`config.mk`:
```
export PLATFORM = sky130hd
export DESIGN_NAME = trapcmp_unit
export DESIGN_NICKNAME = d
export VERILOG_FILES = /design/src/rtl/trapcmp_pkg.sv /design/src/rtl/trapcmp_narrow.sv /design/src/rtl/trapcmp_relate.sv /design/src/rtl/trapcmp_select.sv /design/src/rtl/trapcmp_unit.sv
export SDC_FILE = /design/constraint.sdc
export NUM_CORES = 1
export LEC_CHECK = 0
export BUFFER_PORTS_ARGS = -buffer_cell sky130_fd_sc_hd__buf_4
export CAP_MARGIN = 5
export CORE_UTILIZATION = 30
export DETAILED_ROUTE_END_ITERATION = 10
export HOLD_SLACK_MARGIN = 0.02
export PLACE_DENSITY = 0.55
export SETUP_SLACK_MARGIN = 0.1
export SLEW_MARGIN = 30
export SYNTH_ARGS = -nofsm -noshare
export SYNTH_HDL_FRONTEND = slang
export SYNTH_HIERARCHICAL = 1
export SYNTH_SLANG_ARGS = --single-unit
```
`constraint.sdc`:
```
create_clock -name clk -period 5.44 [get_ports clk]
set_input_delay 1.088 -clock clk [delete_from_list [all_inputs] [get_ports clk]]
set_output_delay 1.088 -clock clk [all_outputs]
set_load 0.01 [all_outputs]
```
`src/rtl/trapcmp_pkg.sv`:
```
package trapcmp_pkg;

    // Number of relation enables in the condition mask
    localparam int MASK_W = 5;

    // Mask bit positions; software encodes the condition in this order
    localparam int BIT_SLT = 4;
    localparam int BIT_SGT = 3;
    localparam int BIT_EQ  = 2;
    localparam int BIT_ULT = 1;
    localparam int BIT_UGT = 0;

    typedef enum logic [3:0] {
        CLS_NONE    = 4'h0,
        CLS_PROGRAM = 4'h2
    } cause_cls_e;

    typedef enum logic [3:0] {
        SUB_NONE = 4'h0,
        SUB_TRAP = 4'h1
    } cause_sub_e;

    typedef struct packed {
        cause_cls_e cls;
        cause_sub_e sub;
    } cause_t;

    localparam int CAUSE_W = $bits(cause_t);

    // Relation flags, packed in mask bit order so a bitwise AND selects them
    typedef struct packed {
        logic slt;
        logic sgt;
        logic eq;
        logic ult;
        logic ugt;
    } rel_t;

    typedef struct packed {
        logic   valid;
        logic   trap;
        cause_t cause;
    } result_t;

    function automatic cause_t make_cause(input logic trap);
        cause_t c;
        if (trap) begin
            c.cls = CLS_PROGRAM;
            c.sub = SUB_TRAP;
        end else begin
            c.cls = CLS_NONE;
            c.sub = SUB_NONE;
        end
        return c;
    endfunction

    function automatic result_t idle_result();
        result_t r;
        r.valid = 1'b0;
        r.trap  = 1'b0;
        r.cause = make_cause(1'b0);
        return r;
    endfunction

endpackage

```
`src/rtl/trapcmp_narrow.sv`:
```
// Operand conditioning: picks the compare width and extracts the sign bits.
module trapcmp_narrow #(
    parameter int DATA_W = 64,
    parameter int WORD_W = 32
) (
    input  logic [DATA_W-1:0] a_in,
    input  logic [DATA_W-1:0] b_in,
    input  logic              dword,
    output logic [DATA_W-1:0] a_mag,
    output logic [DATA_W-1:0] b_mag,
    output logic              a_sign,
    output logic              b_sign
);
    localparam int HI_W = DATA_W - WORD_W;

    generate
        if (HI_W > 0) begin : g_split
            always_comb begin
                if (dword) begin
                    a_mag  = a_in;
                    b_mag  = b_in;
                    a_sign = a_in[DATA_W-1];
                    b_sign = b_in[DATA_W-1];
                end else begin
                    // Upper half cleared; signed order then comes from bit WORD_W-1
                    a_mag  = {{HI_W{1'b0}}, a_in[WORD_W-1:0]};
                    b_mag  = {{HI_W{1'b0}}, b_in[WORD_W-1:0]};
                    a_sign = a_in[WORD_W-1];
                    b_sign = b_in[WORD_W-1];
                end
            end
        end else begin : g_full
            logic unused_mode;
            assign unused_mode = dword;
            assign a_mag  = a_in;
            assign b_mag  = b_in;
            assign a_sign = a_in[DATA_W-1];
            assign b_sign = b_in[DATA_W-1];
        end
    endgenerate

endmodule

```
`src/rtl/trapcmp_relate.sv`:
```
// One shared subtractor produces all five relations.
module trapcmp_relate
    import trapcmp_pkg::*;
#(
    parameter int DATA_W = 64
) (
    input  logic [DATA_W-1:0] a_mag,
    input  logic [DATA_W-1:0] b_mag,
    input  logic              a_sign,
    input  logic              b_sign,
    output rel_t              rel
);
    logic [DATA_W:0] diff;
    logic            borrow;
    logic            zero;
    logic            s_less;

    always_comb begin
        diff   = {1'b0, a_mag} - {1'b0, b_mag};
        borrow = diff[DATA_W];
        zero   = (diff[DATA_W-1:0] == '0);
        // Equal signs: unsigned order is signed order. Different signs: the negative one is smaller.
        s_less = (a_sign ^ b_sign) ? a_sign : borrow;

        rel.ult = borrow;
        rel.eq  = zero;
        rel.ugt = ~borrow & ~zero;
        rel.slt = s_less;
        rel.sgt = ~s_less & ~zero;
    end

endmodule

```
`src/rtl/trapcmp_select.sv`:
```
// Applies the condition mask and OR-reduces the enabled relations.
module trapcmp_select
    import trapcmp_pkg::*;
(
    input  rel_t              rel,
    input  logic [MASK_W-1:0] mask,
    output logic              hit
);
    logic [MASK_W-1:0] rel_bits;
    logic [MASK_W-1:0] enabled;

    assign rel_bits = rel;

    genvar gi;
    generate
        for (gi = 0; gi < MASK_W; gi++) begin : g_gate
            assign enabled[gi] = rel_bits[gi] & mask[gi];
        end
    endgenerate

    assign hit = |enabled;

endmodule

```
`src/rtl/trapcmp_unit.sv`:
```
module trapcmp_unit
    import trapcmp_pkg::*;
#(
    parameter int DATA_W = 64,
    parameter int WORD_W = 32
) (
    input  logic                      clk,
    input  logic                      rst,
    input  logic                      in_valid,
    input  logic [DATA_W-1:0]         opnd_a,
    input  logic [DATA_W-1:0]         opnd_b,
    input  logic [trapcmp_pkg::MASK_W-1:0]  cond_mask,
    input  logic                      dword_mode,
    output logic                      res_valid,
    output logic                      trap_req,
    output logic [trapcmp_pkg::CAUSE_W-1:0] trap_cause
);
    logic [DATA_W-1:0] a_mag, b_mag;
    logic              a_sign, b_sign;
    rel_t              rel;
    logic              hit;
    result_t           res_d, res_q;

    trapcmp_narrow #(.DATA_W(DATA_W), .WORD_W(WORD_W)) u_narrow (
        .a_in   (opnd_a),
        .b_in   (opnd_b),
        .dword  (dword_mode),
        .a_mag  (a_mag),
        .b_mag  (b_mag),
        .a_sign (a_sign),
        .b_sign (b_sign)
    );

    trapcmp_relate #(.DATA_W(DATA_W)) u_relate (
        .a_mag  (a_mag),
        .b_mag  (b_mag),
        .a_sign (a_sign),
        .b_sign (b_sign),
        .rel    (rel)
    );

    trapcmp_select u_select (
        .rel  (rel),
        .mask (cond_mask),
        .hit  (hit)
    );

    always_comb begin
        res_d       = idle_result();
        res_d.valid = in_valid;
        res_d.trap  = in_valid & hit;
        res_d.cause = make_cause(in_valid & hit);
    end

    always_ff @(posedge clk) begin
        if (rst) res_q <= idle_result();
        else     res_q <= res_d;
    end

    assign res_valid  = res_q.valid;
    assign trap_req   = res_q.trap;
    assign trap_cause = res_q.cause;

    // one-cycle latency, result qualified by valid
    a_r9_valid_latency: assert property (@(posedge clk) disable iff (rst)
        in_valid |=> res_valid);
    a_r9_valid_drop: assert property (@(posedge clk) disable iff (rst)
        !in_valid |=> !res_valid);
    a_r9_trap_needs_valid: assert property (@(posedge clk) disable iff (rst)
        trap_req |-> res_valid);
    // cause code follows the trap flag
    a_r10_cause_on_trap: assert property (@(posedge clk) disable iff (rst)
        trap_req |-> trap_cause == 8'h21);
    a_r10_cause_idle: assert property (@(posedge clk) disable iff (rst)
        !trap_req |-> trap_cause == 8'h00);
    // boundary masks
    a_r8_full_mask_traps: assert property (@(posedge clk) disable iff (rst)
        (in_valid && cond_mask == 5'h1F) |=> trap_req);
    a_r8_zero_mask_quiet: assert property (@(posedge clk) disable iff (rst)
        (in_valid && cond_mask == 5'h00) |=> !trap_req);
    // signed trichotomy and unsigned trichotomy among the relation flags
    a_r3_signed_trichotomy: assert property (@(posedge clk) disable iff (rst)
        in_valid |-> $countones({rel.slt, rel.sgt, rel.eq}) == 1);
    a_r3_unsigned_trichotomy: assert property (@(posedge clk) disable iff (rst)
        in_valid |-> $countones({rel.ult, rel.ugt, rel.eq}) == 1);
    // outputs clear after a reset edge
    a_r11_reset_clear: assert property (@(posedge clk)
        $past(rst) |-> (!res_valid && !trap_req && trap_cause == 8'h00));

endmodule

```
==> impl_metrics.tcl <==
set metrics [dict create \
    status "finished clean" \
    final_nets 1297 \
    slew_violations 0 \
    synth_edf_count 0 \
    root_buffer "clkbuf_16" \
    seq_area_frac_synth_pct 0.620 \
    power_density_mw_per_mm2 137 \
    drc_errors 0 \
    drv_cap 0 \
    htreeDepth 1 \
    path_class "primary input to flip-flop" \
    cts_buffers 3 \
    avgViaCountPerCell 5.44 \
    worst_slew_pin_slew_ns 0.749 \
    drtIter0Drc 549 \
    route.final.wire_length_mm 23.6 \
    timing.final.crit_share_pct 94.2 \
    final_util_pct 36.9 \
    cts_tree "yes" \
    synth_cells 992 \
    rsz0062_at_grt "no" \
    fmax_mhz 195 \
    grt_pass1_wl_mm 36.1 \
    yosys_register_bits 2 \
    diodes 0 \
    core_mm2 0.0211 \
    min-delay-start "rst" \
    drive_gt1_share_pct 25.0 \
    area_growth_pct 20.6 \
    clk_pin_slew_ns 0.03 \
    setup_violations 0 \
    async_flop_share_pct 0 \
    hp-class "primary input to flip-flop" \
    crit_required_ns 5.55 \
    cts_hold_buf 0 \
    worst-path-max-fanout 4 \
    clock_sinks 2 \
    grt.total_usage_pct 20.5 \
    gp_congestion 0.939 \
    slew_headroom_pct 49.9 \
    die_area_mm2 0.0221 \
    startpoint "opnd_a[0]" \
    final_common_cell "buf_4" \
    final_hold_viol_count 0 \
    avgSynthCellArea_um2 6.51 \
    grt_start_max_net_pins 34 \
    fp.dieH_um 149 \
    critPathLaunchType "primary input" \
    synth.distinct_cells 93 \
    yosys_warnings 6 \
    dr.pass1.iters 5 \
    port_buffers 140 \
    ir_drop_uv 69.6 \
    grt_pass1_vias 6810 \
    cts_buffer_depth 2 \
    num_rows 53 \
    layout_common_cells "217 x buf_4, 90 x nand2_1, 88 x a21oi_1" \
    antenna_found_initial 0 \
    tns_ns 0 \
    postRouteAntennaNets 0 \
    overflow 0 \
    worstPathArrival_ns 5.23 \
    die_x_um 149 \
    wl_per_cell_um 17.3 \
    fin_crit_ns 5.12 \
    synth_area_mm2 0.00646 \
    leakage_nw 3.53 \
    pin_count 147 \
    initial_utilization_pct 30.6 \
    ys.flop_type "dfxtp_1" \
    endpoint_kind "flip-flop" \
    vias 7444 \
    dp_hpwl_mm 20.4 \
]
[report_power, final]
part           switching, mW  internal, mW
Clock                 0.0175        0.0936
Sequential          0.000539        0.0158
Combinational          0.540         0.398
Total                  0.558         0.508
[through the flow]
step	instance area, um2	setup slack [ns]	hold WS (ns)	instances	power [mW]
global placement	7610	0.147	1.26	1363	0.929
global route	7790	0.0639	1.04	1368	1.15
CTS	7690	0.248	1.03	1366	1.04
finish	7790	0.316	1.04	1368	1.07
detailed placement	7610	0.0352	1.26	1363	0.921
floorplan	6480	0.722	1.16	997	0.628
[metal layers]
| layer | wire [um] | GRT usage, % |
|---|---|---|
| met1 | 10900 | 28.5 |
| met2 | 11100 | 35.2 |
| met3 | 1350 | 1.28 |
| met4 | 313 | 3.32 |
| met5 | 0 | 0 |
[Yosys cell counts (all sizes together) (4+ instances only)]
library cell | instances | area share [%]
a211oi | 13 | 1.6
nand4 | 35 | 3.4
o211ai | 13 | 1.6
or3 | 5 | 0.48
clkbuf | 16 | 0.95
mux2i | 4 | 0.62
and3 | 8 | 0.77
nor2b | 9 | 0.87
nor4 | 11 | 1.5
a21o | 17 | 2.0
and2 | 69 | 6.7
o22ai | 5 | 0.48
ha | 64 | 12
o31ai | 4 | 0.68
buf | 110 | 12
a2111oi | 8 | 2.1
nand2 | 90 | 5.2
nor2 | 57 | 3.3
o21a | 17 | 2.0
a31oi | 11 | 1.2
nor3 | 23 | 1.9
a211o | 6 | 0.81
o2111ai | 5 | 0.77
o21bai | 8 | 0.99
a221oi | 4 | 0.54
o21ai | 68 | 5.4
nand3b | 4 | 0.52
a21oi | 97 | 8.2
nand2b | 8 | 0.77
xnor2 | 12 | 1.6
mux2 | 6 | 1.2
xor2 | 11 | 1.5
nand3 | 28 | 2.2
or4 | 4 | 0.46
inv | 88 | 5.1
[what timing repair did]
action | CTS | global route
gates resized for setup | 0 | 23
setup buffers | 0 | 2
setup endpoints to repair | 0 | 1
[layout make-up]
class | instances | area, um2
well taps | 275 | 344
inverters | 88 | 330
flip-flops and latches | 2 | 40.0
multi-input cells | 781 | 5340
repair buffers | 219 | 1660
clock buffers | 3 | 75.1
fillers | 2343 | 13300
[registers in the layout, summed over array words and instances, names as in the netlist]
| signal | count |
|---|---|
| res_valid | 1 |
| trap_cause | 1 |
[worst max-delay path: stages]
cell and delay (ns):
buf_4 0.08, inv_1 0.03, ha_1 0.22, fa_1 0.43, and2b_1 0.28, o2111ai_4 0.18
a2111oi_4 0.47, o31ai_4 0.11, o211ai_1 0.37, a311oi_1 0.22, a2111oi_4 0.24, nand4_1 0.17
nor4_2 0.29, nand4_1 0.23, and2_1 0.23, a222oi_1 0.31, nand2_1 0.09, and3b_1 0.19
[final timing paths]
kind,endpoint,slack [ns],cells past startpoint
hold / removal,res_valid,1.04,2
setup / recovery,trap_cause[5],0.32,18
[cells by family (layout without fill, tap and decap cells)]
group	after synthesis	in the layout	synth area share (%)
AO/OA/AOI/OAI	313	313	33.7
XOR/XNOR	23	23	3.12
adder cells (fa/ha/maj)	65	65	12.7
buffers and inverters	214	310	18.3
flip-flops	2	2	0.620
multiplexers	10	10	1.78
other	1	6	0.0580
AND/OR/NAND/NOR	364	364	29.7
No activity file was read; power rests on OpenSTA's default activity.
